===== src/rtl/guard_timer_pkg.sv =====
package guard_timer_pkg;
  localparam int REG_W      = 32;
  localparam int TOV_W      = 10;
  localparam int SCR_W      = 8;
  localparam int SCR_LSB    = 16;
  localparam int B_RELOAD   = 31;
  localparam int B_FLAG_SRV = 25;
  localparam int B_FLAG_PLN = 24;
  localparam int B_FORCE    = 15;
  localparam int B_EN       = 14;
  localparam int B_MODE     = 13;
  localparam int B_LOCK     = 12;
  localparam int NUM_FLAGS  = 2;

  typedef struct packed {
    logic             force_all;
    logic             en;
    logic             mode;
    logic             lock;
    logic [TOV_W-1:0] tov;
  } cfg_t;

  localparam cfg_t CFG_RESET = '{force_all: 1'b0, en: 1'b0, mode: 1'b1,
                                 lock: 1'b0, tov: '0};
endpackage


===== src/rtl/gt_tick_gen.sv =====
module gt_tick_gen #(
  parameter int DIV = 100_000_000
) (
  input  logic clk,
  input  logic rst_n,
  input  logic run,
  input  logic restart,
  output logic tick
);
  generate
    if (DIV <= 1) begin : g_direct
      assign tick = run && !restart;
    end else begin : g_count
      localparam int CW = $clog2(DIV);
      localparam logic [CW-1:0] LAST = CW'(DIV - 1);
      logic [CW-1:0] pcnt_q;

      always_ff @(posedge clk or negedge rst_n) begin
        if (!rst_n)                pcnt_q <= '0;
        else if (!run || restart)  pcnt_q <= '0;
        else if (pcnt_q == LAST)   pcnt_q <= '0;
        else                       pcnt_q <= pcnt_q + 1'b1;
      end

      assign tick = run && !restart && (pcnt_q == LAST);

      AST_TICK_SPACED: assert property (@(posedge clk) disable iff (!rst_n)
        tick |=> !tick);
    end
  endgenerate
endmodule


===== src/rtl/gt_countdown.sv =====
module gt_countdown #(
  parameter int W = 10
) (
  input  logic         clk,
  input  logic         rst_n,
  input  logic         run,
  input  logic         tick,
  input  logic         load,
  input  logic [W-1:0] load_val,
  output logic         expire
);
  logic [W-1:0] cnt_q;

  always_ff @(posedge clk or negedge rst_n) begin
    if (!rst_n)                             cnt_q <= '0;
    else if (load)                          cnt_q <= load_val;
    else if (run && tick && cnt_q != '0)    cnt_q <= cnt_q - 1'b1;
  end

  // A load in the same cycle pre-empts expiry: software refilled in time.
  assign expire = run && tick && !load && (cnt_q == '0);

  AST_CNT_HALT: assert property (@(posedge clk) disable iff (!rst_n)
    (!run && !load) |=> $stable(cnt_q));
endmodule


===== src/rtl/gt_regs.sv =====
module gt_regs
  import guard_timer_pkg::*;
(
  input  logic             clk,
  input  logic             rst_n,
  input  logic             aon_rst_n,
  input  logic             wr_en,
  input  logic [REG_W-1:0] wr_data,
  input  logic             expire,
  output logic [REG_W-1:0] rd_data,
  output logic             run,
  output logic             load,
  output logic [TOV_W-1:0] load_val
);
  cfg_t                 cfg_q, cfg_d, cfg_wdata;
  logic [SCR_W-1:0]     scr_q;
  logic [NUM_FLAGS-1:0] flag_q, flag_d, flag_set, flag_clr;
  logic                 cfg_wr, start, reload, en_kept;

  assign cfg_wr = wr_en && !cfg_q.lock;

  always_comb begin
    cfg_wdata.force_all = wr_data[B_FORCE];
    cfg_wdata.en        = wr_data[B_EN];
    cfg_wdata.mode      = wr_data[B_MODE];
    cfg_wdata.lock      = wr_data[B_LOCK];
    cfg_wdata.tov       = wr_data[TOV_W-1:0];
  end

  always_comb begin
    cfg_d = cfg_wr ? cfg_wdata : cfg_q;
    if (expire) cfg_d.en = 1'b0;
  end

  assign en_kept  = cfg_wr ? wr_data[B_EN] : 1'b1;
  assign start    = cfg_wr && wr_data[B_EN] && !cfg_q.en;
  assign reload   = wr_en && wr_data[B_RELOAD] && cfg_q.en && en_kept;
  assign load     = start || reload;
  assign load_val = cfg_d.tov;
  assign run      = cfg_q.en;

  always_ff @(posedge clk or negedge rst_n) begin
    if (!rst_n) begin
      cfg_q <= CFG_RESET;
      scr_q <= '0;
    end else begin
      cfg_q <= cfg_d;
      if (wr_en) scr_q <= wr_data[SCR_LSB +: SCR_W];
    end
  end

  // Flag index 1 = survivability mode expiry, index 0 = plain mode expiry.
  always_comb begin
    flag_set[1] = expire && cfg_q.mode;
    flag_set[0] = expire && !cfg_q.mode;
    flag_clr[1] = wr_en && wr_data[B_FLAG_SRV];
    flag_clr[0] = wr_en && wr_data[B_FLAG_PLN];
    for (int i = 0; i < NUM_FLAGS; i++)
      flag_d[i] = (flag_q[i] && !flag_clr[i]) || flag_set[i];
  end

  always_ff @(posedge clk or negedge aon_rst_n) begin
    if (!aon_rst_n) flag_q <= '0;
    else            flag_q <= flag_d;
  end

  always_comb begin
    rd_data                        = '0;
    rd_data[B_FLAG_SRV]            = flag_q[1];
    rd_data[B_FLAG_PLN]            = flag_q[0];
    rd_data[SCR_LSB +: SCR_W]      = scr_q;
    rd_data[B_FORCE]               = cfg_q.force_all;
    rd_data[B_EN]                  = cfg_q.en;
    rd_data[B_MODE]                = cfg_q.mode;
    rd_data[B_LOCK]                = cfg_q.lock;
    rd_data[TOV_W-1:0]             = cfg_q.tov;
  end

  AST_LOCK_FREEZE: assert property (@(posedge clk) disable iff (!rst_n)
    cfg_q.lock |=> ($stable(cfg_q.lock) && $stable(cfg_q.mode) &&
                    $stable(cfg_q.tov) && $stable(cfg_q.force_all)));
  AST_LOCK_NO_START: assert property (@(posedge clk) disable iff (!rst_n)
    (cfg_q.lock && !cfg_q.en) |=> !cfg_q.en);
  AST_EXPIRE_DROPS_EN: assert property (@(posedge clk) disable iff (!rst_n || !aon_rst_n)
    expire |=> !cfg_q.en);
  AST_MODE_SELECT: assert property (@(posedge clk) disable iff (!aon_rst_n || !rst_n)
    expire |=> (cfg_q.mode ? flag_q[1] : flag_q[0]) == 1'b1 || $past(cfg_q.mode) != cfg_q.mode ||
               ($past(cfg_q.mode) ? flag_q[1] : flag_q[0]));
  AST_FLAG_SRV_STICKY: assert property (@(posedge clk) disable iff (!aon_rst_n)
    (flag_q[1] && !(wr_en && wr_data[B_FLAG_SRV])) |=> flag_q[1]);
  AST_FLAG_PLN_STICKY: assert property (@(posedge clk) disable iff (!aon_rst_n)
    (flag_q[0] && !(wr_en && wr_data[B_FLAG_PLN])) |=> flag_q[0]);
  AST_RELOAD_RD_ZERO: assert property (@(posedge clk) disable iff (!rst_n)
    rd_data[B_RELOAD] == 1'b0);
endmodule


===== src/rtl/guard_timer.sv =====
module guard_timer
  import guard_timer_pkg::*;
#(
  parameter int CLK_HZ  = 100_000_000,
  parameter int TICK_HZ = 1
) (
  input  logic             clk,
  input  logic             rst_n,
  input  logic             aon_rst_n,
  input  logic             wr_en,
  input  logic [REG_W-1:0] wr_data,
  output logic [REG_W-1:0] rd_data,
  output logic             sys_rst_req
);
  localparam int DIV = (CLK_HZ / TICK_HZ) < 1 ? 1 : (CLK_HZ / TICK_HZ);

  logic             run, load, tick, expire, req_q;
  logic [TOV_W-1:0] load_val;

  gt_regs i_regs (
    .clk       (clk),
    .rst_n     (rst_n),
    .aon_rst_n (aon_rst_n),
    .wr_en     (wr_en),
    .wr_data   (wr_data),
    .expire    (expire),
    .rd_data   (rd_data),
    .run       (run),
    .load      (load),
    .load_val  (load_val)
  );

  gt_tick_gen #(.DIV(DIV)) i_tick (
    .clk     (clk),
    .rst_n   (rst_n),
    .run     (run),
    .restart (load),
    .tick    (tick)
  );

  gt_countdown #(.W(TOV_W)) i_count (
    .clk      (clk),
    .rst_n    (rst_n),
    .run      (run),
    .tick     (tick),
    .load     (load),
    .load_val (load_val),
    .expire   (expire)
  );

  always_ff @(posedge clk or negedge rst_n) begin
    if (!rst_n) req_q <= 1'b0;
    else        req_q <= expire;
  end

  assign sys_rst_req = req_q;

  AST_REQ_SINGLE: assert property (@(posedge clk) disable iff (!rst_n)
    sys_rst_req |=> !sys_rst_req);
  AST_REQ_EN_LOW: assert property (@(posedge clk) disable iff (!rst_n)
    sys_rst_req |-> !rd_data[B_EN]);
endmodule


===== config.mk =====
export PLATFORM = sky130hd
export DESIGN_NAME = guard_timer
export DESIGN_NICKNAME = d
export VERILOG_FILES = /design/src/rtl/guard_timer_pkg.sv /design/src/rtl/gt_tick_gen.sv /design/src/rtl/gt_countdown.sv /design/src/rtl/gt_regs.sv /design/src/rtl/guard_timer.sv
export SDC_FILE = /design/constraint.sdc
export NUM_CORES = 1
export LEC_CHECK = 0
export BUFFER_PORTS_ARGS = -buffer_cell sky130_fd_sc_hd__buf_2
export CAP_MARGIN = 20
export CORE_ASPECT_RATIO = 1.5
export CORE_MARGIN = 4
export CORE_UTILIZATION = 30
export CTS_BUF_LIST = sky130_fd_sc_hd__clkbuf_8 sky130_fd_sc_hd__clkbuf_16
export CTS_CLUSTER_SIZE = 10
export DETAILED_ROUTE_END_ITERATION = 10
export PLACE_DENSITY = 0.54
export SYNTH_ARGS = -nofsm -noshare
export SYNTH_HDL_FRONTEND = slang
export SYNTH_HIERARCHICAL = 1
export SYNTH_SLANG_ARGS = --single-unit
export TNS_END_PERCENT = 1

===== constraint.sdc =====
create_clock -name clk -period 6.5 [get_ports clk]
set_clock_uncertainty 0.05 [all_clocks]
set_input_delay 0.975 -clock clk [delete_from_list [all_inputs] [get_ports clk]]
set_output_delay 0.975 -clock clk [all_outputs]
set_load 0.05 [all_outputs]

**Word level (Yosys, flattened, before mapping)**

Index checks and enable logic that the tools add are counted.

- Latch bits: 0
- Memory bits (read-only): 0
- Memories: 0
- Register bits: 62
- Input bits: 36
- Bits in writable memories: 0

- Shift-type cells: 0
- Magnitude comparators: 0
- Div/mod/pow operators: 0
- Equal/unequal tests: 1
- Multipliers: 0
- Bitwise logic cells: 0
- $add $sub $neg: 2
- Multiplexer cells: 7
- Reduce and logical (&&, ||, !) cells: 32

Operator list:

| cell | count |
|---|---|
| 27-bit two-way mux | 2 |
| 27-bit by 1-bit adder with 27-bit output, second input constant | 1 |
| 27-bit == test, second input constant | 1 |
| 10-bit two-way mux | 2 |
| 1-bit logical AND | 18 |
| 13-bit two-way mux | 1 |
| 10-bit zero test | 1 |
| 10-bit nonzero test | 1 |
| 10-bit by 1-bit subtractor with 10-bit output, second input constant | 1 |
| 1-bit zero test | 6 |
| 1-bit logical OR | 4 |
| 2-bit nonzero test | 2 |
| 1-bit two-way mux | 2 |

**Longest topological paths before layout**

Gate-level depths: netlist (run 1).

- Depth after elaboration: 13
- Mapped depth: 9
- Gate-level depth less buffers: 8

**Modules after synthesis**

The synthesis (run 1) kept the hierarchy.

By module, submodules not included:

| module | cells each | area an instance (µm²) | instances |
|---|---|---|---|
| gt_tick_gen | 146 | 1465.2 | 1 |
| gt_regs | 81 | 1121.1 | 1 |
| gt_countdown | 76 | 641.9 | 1 |
| guard_timer | 1 | 25.0 | 1 |

**Worst setup path before layout (run 1)**

OpenSTA, ideal clock, no wires.

- Kind: input to register
- Start point: input wr_en
- End point: register i_count.cnt_q[4]
- Cell stages on the path: 9
- Setup slack: 3.554 ns
- Data arrival time: 2.760 ns
- Cell sequence: buf_2 > o21ai_0 > nor3_1 > nand2b_1 > nor4_1 > nand4b_1 > a311oi_1 > xnor2_1 > o21ai_0

- Longest elaborated chain between the ends: 10

Ends and longest elaborated chain:

| element | RTL line | RTL |
|---|---|---|
| from (decl) | guard_timer.sv:10 | `input logic wr_en,` |
| 1-bit logical AND, on equally long branches | gt_regs.sv:20, gt_regs.sv:37 |  |
| 1-bit two-way mux, or another cell as far along | gt_regs.sv:35 | `assign en_kept = cfg_wr ? wr_data[B_EN] : 1'b1;` |
| 1-bit logical AND, on equally long branches | gt_regs.sv:37, gt_regs.sv:36 |  |
| 1-bit logical OR * | gt_regs.sv:38 | `assign load = start \|\| reload;` |
| named net load | guard_timer.sv:17 | `logic run, load, tick, expire, req_q;` |
| 1-bit zero test * | gt_tick_gen.sv:25 | `assign tick = run && !restart && (pcnt_q == LAST);` |
| 1-bit logical AND * (2 in a row) | gt_tick_gen.sv:25 |  |
| named net tick | guard_timer.sv:17 |  |
| 1-bit logical AND * (2 in a row) | gt_countdown.sv:17 | `else if (run && tick && cnt_q != '0) cnt_q <= cnt_q - 1'b1;` |
| 2-bit nonzero test (no source line) * | -- |  |
| to (signal assigned) | gt_countdown.sv:16 | `else if (load) cnt_q <= load_val;` |
| to (signal assigned) | gt_countdown.sv:17 |  |
| to (decl) | gt_countdown.sv:12 | `logic [W-1:0] cnt_q;` |

The timed path passes the listed nets; every way through them passes the cells marked *. The select of a mux whose other input is x is not followed.
A chain may end at the register's enable or synchronous reset.

**Worst setup path in the final report (run 1)**

- Start point: input wr_en
- End point: register i_regs.cfg_q, in the netlist i_regs/run

- Longest elaborated chain between the ends: 11

Ends and longest elaborated chain:

| element | RTL line | RTL |
|---|---|---|
| 1-bit logical AND, on equally long branches | gt_regs.sv:20, gt_regs.sv:37 |  |
| 1-bit two-way mux, or another cell as far along | gt_regs.sv:35 |  |
| 1-bit logical AND, on equally long branches | gt_regs.sv:37, gt_regs.sv:36 |  |
| 1-bit logical OR * | gt_regs.sv:38 |  |
| named net load | guard_timer.sv:17 |  |
| 1-bit zero test * | gt_tick_gen.sv:25 |  |
| 1-bit logical AND * (2 in a row) | gt_tick_gen.sv:25 |  |
| named net tick | guard_timer.sv:17 |  |
| 1-bit logical AND * (3 in a row) | gt_countdown.sv:21 | `assign expire = run && tick && !load && (cnt_q == '0);` |
| named net expire | guard_timer.sv:17 |  |
| 1-bit two-way mux or 2-bit nonzero test (tied branches) | -- |  |
| to (signal assigned) | gt_regs.sv:47 | `cfg_q <= cfg_d;` |
| to (decl) | gt_regs.sv:15 | `cfg_t cfg_q, cfg_d, cfg_wdata;` |

The timed path passes the listed nets; every way through them passes the cells marked *.

==> qor.yml, run 1 <==
synthesis:
  synth-edff-count: 0
  synth_area_um2: 3250
  yosys.area.top_type: "dfrtp_1"
  async_flop_share_pct: 100
  synth_seq_cells: 62
  synth-seq-area-share_pct: 47.7
  synthFlopType: "dfrtp_1"
  netlist_instances: 304
  yosysUniqueCellTypes: 50
  yosys_warnings: 6
  synthTopCellsByArea: "dfrtp_1 47%, buf_4 4.6%, mux2_4 4.6%"
  yosysTopAreaCellShare_pct: 46.9
  postSynthAreaPerCell_um2: 10.7
worst_hold_path:
  hold_class: "in -> async"
critical_path:
  slowest_stage: "nor4_1"
  endpoint_kind: "register"
  max_stage_delay_ps: 690
  startpoint_type: "input pin"
  critPathKind: "in -> reg"
  cp_data_arrival_time_ps: 3610
  worstPathMaxFanout: 26
  critical_path_required_ps: 6650
  cp_cell_sequence: "buf_2, o21ai_0, nor3_2, buf_4, nand2b_1, nor4_1, nand4b_1, nor3_1, nand4bb_1, o21ai_0"
  cp_common_cell: "o21ai_0"
pwr:
  powerDensity_nw_per_um2: 322
  leakagePower_nw: 1.66
  ir_worst_vdd_v: 0.000104
clocking:
  ctsResizeCount: 0
  htreeDepth: 3
  cts_tree: "built"
  insertion_delay_ps: 330
  cts_buffer_depth: 2
  holdBufCountCts: 0
  cts-buffers-inserted: 9
  cts_root_buf: "clkbuf_16"
  clk_pin_slew_worst_paths_ps: 50
  clkSinkCount: 62
  cts_setup_buffers: 0
die:
  die_w_um: 93.0
  fp.coreArea_um2: 10600
  dieHeight_um: 136
  rows: 46
  die_area_um2: 12600
  initial_core_util_pct: 30.7
  ios: 69
layout:
  nNetsFinal: 387
  final_util_pct: 36.0
  antenna_cells: 0
  drive_gt1_share_pct: 28.6
  syn2layout_area_growth_pct: 17.2
  final_cell_mix: "61 x dfrtp_1, 53 x buf_2, 18 x nor2_1, 18 x nand2_1, 14 x a21oi_1"
  final_common_cell: "dfrtp_1"
  layout.cells.non_filler: 497
sta:
  slew-limit-headroom_pct: 47.0
  fin_crit_sh_pct: 53.2
  min_period_ps: 3460
  finalSetupTns_ps: 0
  fin_ws_ps: 3040
  hold_violations: 0
  max_freq_mhz: 289
  slew_viol_final: 0
  setup_violations: 0
  timing.hold.ws_ps: 380
  tightestPinTransition_ps: 795
  rsz0062_at_grt: "no"
global_route:
  grt_antenna_before_repair: 0
  grt_max_degree: 44
  grt_pass1_vias: 2461
  gr-usage-all-layers_pct: 11.6
  gr-total-overflow: 0
  grt_pass1_wl_mm: 11.4
placement:
  routabilityCongestion: 0.813
  dpl_worst_slack_ps: 2780
  dp.cells: 481
  hpwl_mm: 4.96
  io_buffers: 53
run:
  maxCapViolCount: 0
routing:
  num_vias: 2445
  wl_mm: 6.99
  drc: 0
  drt_iter0_drc: 115
  ant_nets: 0
  firstDrtPassIters: 4
  via_per_inst: 4.92
  wl_per_cell_um: 14.1
outcome:
  status: "finished clean"
Yosys cell counts, types with 3 or more instances:
cell and n:
a21oi_1 14, a31oi_1 3, and2_1 3, and3_1 3
and4_1 4, buf_2 3, buf_4 20, buf_6 4
dfrtp_1 61, inv_1 9, mux2_2 10, mux2_4 10
nand2_1 18, nand2b_1 3, nand3_1 11, nand4_1 7
nor2_1 18, nor2b_1 7, nor3_1 7, nor4_1 3
o21ai_0 13, o31ai_1 11, or3_1 5, or4_1 11
xnor2_1 5, xor2_1 9
per-layer routing:
metal / global-route usage [%] / vias to the layer above / part of all wire (%)
met2: 21.2 / 43 / 56
met3: 3.06 / 10 / 3.3
met5: 0 / - / 0
met1: 11.9 / 1220 / 38
met4: 6.19 / 0 / 1.9
li1: - / 1172 / -
report_power, final:
part	internal, mW	total (mW)	switching [mW]
logic	0.111	0.311	0.201
clock network	0.251	0.413	0.163
registers	0.444	0.504	0.0597
cell type report:
cell class                      count  area [um^2]
Fill cell                        1086         6780
Tap cell                          144          180
Inverter                            9         33.8
Multi-Input combinational cell    211         1480
Timing Repair Buffer               56          308
Sequential cell                    62         1550
Clock buffer                        9          225
Clock inverter                      6         31.3
cells by family after synthesis:
kind of cell               synth area share, %
muxes                                     8.38
buffers and inverters                     7.73
DFF                                       47.7
adders and majority gates                0.769
other                                    0.115
and+or+nand+nor                           20.8
xor gates and xnor gates                  3.77
AOI/OAI and AO/OA                         10.7
worst paths after layout:
path,startpoint,endpoint,slack [ps],depth (start not counted)
worst max-delay path,wr_en,i_regs/run,3040,10
worst min-delay path,aon_rst_n,i_regs/flag_q[1],380,1
worst max register to register,i_regs/run,i_regs/run,3260,9
worst min register to register,i_regs/flag_q[1],i_regs/flag_q[1],440,1
max in group asynchronous,rst_n,i_regs/rd_data[13],4960,2
min in group clk,i_regs/flag_q[1],i_regs/flag_q[1],440,1
per-stage QoR:
stage | area [um^2] | power [mW]
floorplan | 3280 | 0.756
global placement | 3530 | 0.805
detailed placement | 3530 | 0.813
CTS | 3780 | 1.24
global route | 3810 | 1.30
finish | 3810 | 1.23
sequential cells by signal, indices dropped and copies added, names as in the netlist:
register / count
i_count/cnt_q: 10
i_regs/flag_q: 2
i_tick/g_count.pcnt_q: 27
sys_rst_req: 1
i_regs/rd_data: 13
i_regs/scr_q: 8
i_regs/run: 1
worst max-delay path, delay by kind of cell:
kind,cells,cell delay [ps]
simple gates,6,2010
buf+inv,2,410
compound gates,2,220
No activity file was read; power rests on OpenSTA's default activity.
==> run 2, diff against run 1 <==
Settings changed: PLACE_DENSITY 0.54 to 0.56.
Clock period 6.5 ns to 3 ns, I/O delays scaled along.
==> qor.yml, run 2 (synthesized netlist as in run 1, its figures left out) <==
global_route:
  grt_antenna_before_repair: 0  # unchanged
  grt_max_degree: 32  # was 44
  grt_pass1_vias: 2495  # was 2461
  grt_pass1_wl_mm: 12.0  # was 11.4 mm
  gr-usage-all-layers_pct: 12.0  # was 11.6%
  gr-total-overflow: 0  # unchanged
layout:
  multi_input_area_um2: 1480  # unchanged
  final_common_cell: "dfrtp_1"  # unchanged
  nNetsFinal: 394  # was 387
  final_cell_mix: "61 x dfrtp_1, 53 x buf_2, 18 x nor2_1, 18 x nand2_1, 14 x a21oi_1"  # unchanged
  final-seq-area_um2: 1550  # unchanged
  syn2layout_area_growth_pct: 19.7  # was 17.2%
  antenna_cells: 0  # unchanged
  largest_reg_flops: 27  # unchanged
  drive_gt1_share_pct: 29.6  # was 28.6%
  largest-register: "i_tick/g_count.pcnt_q"  # unchanged
  fill_cells: 1088  # was 1086
  layout.cells.non_filler: 505  # was 497
critical_path:
  max_stage_delay_ps: 450  # was 690 ps
  startpoint_type: "register"  # was input pin
  critPathKind: "reg -> reg"  # was in -> reg
  slowest_stage: "or4_1"  # was nor4_1
  rr_worst_depth: 8  # was 9
  cp_cell_sequence: "ha_1, and4_1, nand4_4, nor4_1, buf_4, nand3_1, or4_1, a31oi_1"  # was buf_2, o21ai_0, nor3_2, buf_4, nand2b_1, nor4_1, nand4b_1, nor3_1, nand4bb_1, o21ai_0
  worstPathMaxFanout: 6  # was 26
  critical_path_required_ps: 3190  # was 6650 ps
  endpoint_kind: "register"  # unchanged
  cp_data_arrival_time_ps: 2750  # was 3610 ps
die:
  dieHeight_um: 136  # unchanged
  die_w_um: 93.0  # unchanged
  die_area_um2: 12600  # unchanged
  initial_core_util_pct: 30.7  # unchanged
  ios: 69  # unchanged
  fp.coreArea_um2: 10600  # unchanged
  rows: 46  # unchanged
placement:
  dp.cells: 487  # was 481
  routabilityCongestion: 0.840  # was 0.813
  io_buffers: 53  # unchanged
  hpwl_mm: 5.13  # was 4.96 mm
clocking:
  insertion_delay_ps: 320  # was 330 ps
  clkSinkCount: 62  # unchanged
  cts_buffer_depth: 2  # unchanged
  cts-buffers-inserted: 9  # unchanged
  cts_setup_buffers: 0  # unchanged
  cts_root_buf: "clkbuf_16"  # unchanged
  cts_tree: "built"  # unchanged
  htreeDepth: 3  # unchanged
  clk_pin_slew_worst_paths_ps: 50  # about the same
routing:
  wl_mm: 6.91  # was 6.99 mm
  drt_iter0_drc: 77  # was 115
  drc: 0  # unchanged
  via_per_inst: 4.83  # was 4.92
  firstDrtPassIters: 4  # unchanged
  ant_nets: 0  # unchanged
  num_vias: 2440  # was 2445
  wl_per_cell_um: 13.7  # was 14.1 um
sta:
  hold_violations: 0  # unchanged
  finalSetupTns_ps: 0  # unchanged
  rsz0062_at_grt: "no"  # unchanged
  slew-limit-headroom_pct: 51.8  # was 47.0%
  tightestPinTransition_ps: 717  # was 795 ps
  fin_crit_sh_pct: 85.1
  max_freq_mhz: 392
  min_period_ps: 2550
  setup_violations: 0  # unchanged
  slew_viol_final: 0  # unchanged
pwr:
  netSwitchingFraction_pct: 32.4  # was 34.4%
  switching_power_uw: 896  # was 423 uW
  p_total_mw: 2.77  # was 1.23 mW
  cell_internal_pwr_mw: 1.87  # was 806 uW
  clkPwrFrac_pct: 36.9  # was 33.6%
  leakagePower_nw: 1.71  # was 1.66 nW
  p_comb_share_pct: 23.9  # was 25.3%
  ir_worst_vdd_v: 0.000256  # was 0.000104 V
  pwr-share-seq_pct: 39.2  # was 41.0%
  powerDensity_nw_per_um2: 711  # was 322 nW/um^2
outcome:
  status: "finished clean"  # unchanged
run:
  maxCapViolCount: 0  # unchanged
worst_hold_path:
  hold_class: "in -> reg"  # was in -> async
  min_path_cells: 2
-- run 2: worst max-delay path, delay by kind of cell (launching register included) --
kind	cells	cell delay, ps
compound gates	1	180
buf+inv	1	190
fa+ha+maj	1	210
flops	1	380
simple gates	5	1460
-- run 2: cell type report --
class                           instances  area share (%)
Clock buffer                           11            6.49
Sequential cell                        62            39.9
Clock inverter                          5            1.25
Inverter                                9           0.868
Timing Repair Buffer                   63            8.87
Multi-Input combinational cell        211            38.0
Tap cell                              144            4.63
-- run 2: timing repair --
action / in CTS / in global routing
hold endpoints to repair: 6 / 0
gates resized for setup: 0 / 0
hold buffers: 2 / 0
setup endpoints to repair: 0 / 0
-- run 2: worst paths after layout --
kind | start | end | slack (ps)
max | i_tick/g_count.pcnt_q[0] | i_count/cnt_q[7] | 450
min | wr_data[12] | i_regs/rd_data[12] | 290
max reg2reg | i_tick/g_count.pcnt_q[0] | i_count/cnt_q[7] | 450
min reg2reg | i_tick/g_count.pcnt_q[0] | i_tick/g_count.pcnt_q[0] | 440
max in group asynchronous | rst_n | i_regs/rd_data[13] | 1830
min in group asynchronous | aon_rst_n | i_regs/flag_q[1] | 390
-- run 2: power by group through the flow --
stage / clock, mW / combinational (mW) / sequential [mW]
after floorplan: 0 / 0.397 / 1.24
after global placement: 0 / 0.658 / 1.09
after detailed placement: 0 / 0.665 / 1.10
after CTS: 1.05 / 0.672 / 1.08
after global routing: 1.08 / 0.732 / 1.11
final: 1.02 / 0.662 / 1.08
-- run 2: per-stage QoR --
stage / setup WS [ps] / hold WS (ps) / util (%) / instance area [um^2]
after floorplan: 425 / 104 / - / 3280
after global placement: 499 / 185 / 33.7 / 3570
after detailed placement: 462 / 188 / 33.7 / 3570
after CTS: 431 / 279 / 36.8 / 3890
after global routing: 167 / 286 / 36.8 / 3890
final: 447 / 290 / 36.8 / 3890
-- run 2: metal layers --
metal	track usage, %	part of all wire (%)	up-vias	routed length [um]
met5	0	0	-	0
met4	5.13	2.2	0	149
met3	3.67	4.0	11	276
met2	21.9	55	47	3800
met1	12.6	39	1198	2680
li1	-	-	1184	-
==> run 3, diff against run 2 <==
Settings changed: PLACE_DENSITY 0.56 to 0.54.
Clock period 3 ns to 3.11 ns, I/O delays scaled along.
==> qor.yml, run 3 (synthesized netlist as in run 1, its figures left out) <==
outcome:
  status: "finished clean"  # unchanged
sta:
  fin_crit_sh_pct: 82.7  # was 85.1%
  rsz0062_at_grt: "no"  # unchanged
  min_period_ps: 2570  # was 2550 ps
  hold_violations: 0  # unchanged
  finalSetupTns_ps: 0  # unchanged
  slew_viol_final: 0  # unchanged
  tightestPinTransition_ps: 767  # was 717 ps
  max_freq_mhz: 389  # was 392 MHz
  setup_violations: 0  # unchanged
  timing.hold.ws_ps: 290  # about the same
  slew-limit-headroom_pct: 48.9  # was 51.8%
pwr:
  ir_worst_vdd_v: 0.000204  # was 0.000256 V
  clkPwrFrac_pct: 34.4  # was 36.9%
  p_total_mw: 2.57  # was 2.77 mW
  cell_internal_pwr_mw: 1.70  # was 1.87 mW
  netSwitchingFraction_pct: 34.1  # was 32.4%
  switching_power_uw: 877  # was 896 uW
  pwr-share-seq_pct: 40.8  # was 39.2%
  p_comb_share_pct: 24.8  # was 23.9%
  leakagePower_nw: 1.68  # was 1.71 nW
  powerDensity_nw_per_um2: 671  # was 711 nW/um^2
placement:
  routabilityCongestion: 0.808  # was 0.840
  io_buffers: 53  # unchanged
  hpwl_mm: 5.09  # was 5.13 mm
layout:
  largest_reg_flops: 27  # unchanged
  nNetsFinal: 391  # was 394
  syn2layout_area_growth_pct: 18.0  # was 19.7%
  final_cell_mix: "61 x dfrtp_1, 53 x buf_2, 18 x nor2_1, 18 x nand2_1, 14 x a21oi_1"  # unchanged
  final_common_cell: "dfrtp_1"  # unchanged
  largest-register: "i_tick/g_count.pcnt_q"  # unchanged
  antenna_cells: 0  # unchanged
  drive_gt1_share_pct: 28.8  # was 29.6%
  fill_cells: 1069  # was 1088
  final_util_pct: 36.2  # was 36.8%
routing:
  ant_nets: 0  # unchanged
  firstDrtPassIters: 4  # unchanged
  num_vias: 2450  # was 2440
  drc: 0  # unchanged
  drt_iter0_drc: 82  # was 77
  wl_per_cell_um: 14.0  # was 13.7 um
  wl_mm: 7.02  # was 6.91 mm
  via_per_inst: 4.88  # was 4.83
clocking:
  htreeDepth: 3  # unchanged
  ctsResizeCount: 0  # unchanged
  holdBufCountCts: 2  # unchanged
  cts_buffer_depth: 2  # unchanged
  insertion_delay_ps: 330  # was 320 ps
  clk_pin_slew_worst_paths_ps: 50  # about the same
  cts_root_buf: "clkbuf_16"  # unchanged
  cts_tree: "built"  # unchanged
  clkSinkCount: 62  # unchanged
  cts-buffers-inserted: 9  # unchanged
  cts_setup_buffers: 0  # unchanged
critical_path:
  critPathKind: "reg -> reg"  # unchanged
  slowest_stage: "nor3_1"  # was or4_1
  critical_path_required_ps: 3270  # was 3190 ps
  startpoint_type: "register"  # unchanged
  worstPathMaxFanout: 6  # unchanged
  max_stage_delay_ps: 450  # about the same
  endpoint_kind: "register"  # unchanged
  cp_data_arrival_time_ps: 2730  # was 2750 ps
  cp_cell_sequence: "ha_1, and4_1, nand4_4, nor4_1, buf_4, nand4b_1, nor3_1, nand4bb_1, o21ai_0"  # was ha_1, and4_1, nand4_4, nor4_1, buf_4, nand3_1, or4_1, a31oi_1
die:
  dieHeight_um: 136  # unchanged
  rows: 46  # unchanged
  die_w_um: 93.0  # unchanged
  initial_core_util_pct: 30.7  # unchanged
  fp.coreArea_um2: 10600  # unchanged
  ios: 69  # unchanged
  die_area_um2: 12600  # unchanged
global_route:
  gr-total-overflow: 0  # unchanged
  gr-usage-all-layers_pct: 12.1  # was 12.0%
  grt_antenna_before_repair: 0  # unchanged
  grt_pass1_vias: 2557  # was 2495
  grt_max_degree: 48  # was 32
  grt_pass1_wl_mm: 11.8  # was 12.0 mm
run:
  maxCapViolCount: 0  # unchanged
worst_hold_path:
  hold_class: "in -> reg"  # unchanged
## run 3: cell types whose count changed in the layout (fill, tap and decap cells not counted)
cell | previous run | this run
clkbuf_8 | 2 | 1
buf_4 | 8 | 5
inv_1 | 10 | 11
bufinv_16 | 1 | 0
clkinvlp_4 | 0 | 1
## run 3: power by group through the flow
stage                     logic (mW)  registers, mW  clock network, mW
after detailed placement       0.646           1.06                  0
after floorplan                0.383           1.20                  0
after global placement         0.637           1.05                  0
after CTS                      0.650           1.05              0.921
final                          0.639           1.05              0.886
after global routing           0.698           1.06              0.964
## run 3: critical path, delay by kind of cell (launching register included)
family          cells  cell delay (ps)
simple gates        6             1550
flops               1              380
fa+ha+maj           1              210
buf+inv             1              170
compound gates      1               80
## run 3: worst paths after layout
check | from | endpoint | slack (ps) | depth (start not counted)
min in group asynchronous | aon_rst_n | i_regs/flag_q[0] | 390 | 2
worst min-delay path | wr_data[12] | i_regs/rd_data[12] | 290 | 2
worst min register to register | i_tick/g_count.pcnt_q[0] | i_tick/g_count.pcnt_q[0] | 440 | 1
max in group asynchronous | rst_n | i_regs/scr_q[7] | 1570 | 3
worst max-delay path | i_tick/g_count.pcnt_q[0] | i_regs/run | 540 | 9
worst max register to register | i_tick/g_count.pcnt_q[0] | i_regs/run | 540 | 9
## run 3: per-stage QoR
stage	std cells	cell area (um^2)	worst slack (ps)
2_1_floorplan	311	3280	535
3_3_place_gp	484	3550	454
3_5_place_dp	484	3550	455
4_1_cts	502	3840	483
5_1_grt	502	3840	326
6_report	502	3840	537
## run 3: cell type report
class                           count  area (um^2)  share of cell area, %
Sequential cell                    62         1550                   40.4
Tap cell                          144          180                   4.69
Inverter                            9         33.8                  0.880
Clock inverter                      6         30.0                  0.782
Clock buffer                       10          239                   6.23
Timing Repair Buffer               60          323                   8.41
Multi-Input combinational cell    211         1480                   38.6
## run 3: layer usage
layer	vias up	track usage [%]	wire (um)
li1	1177	-	-
met1	1207	11.9	2630
met2	47	22.0	3890
met3	19	4.00	262
met4	0	6.85	238
met5	-	0	0
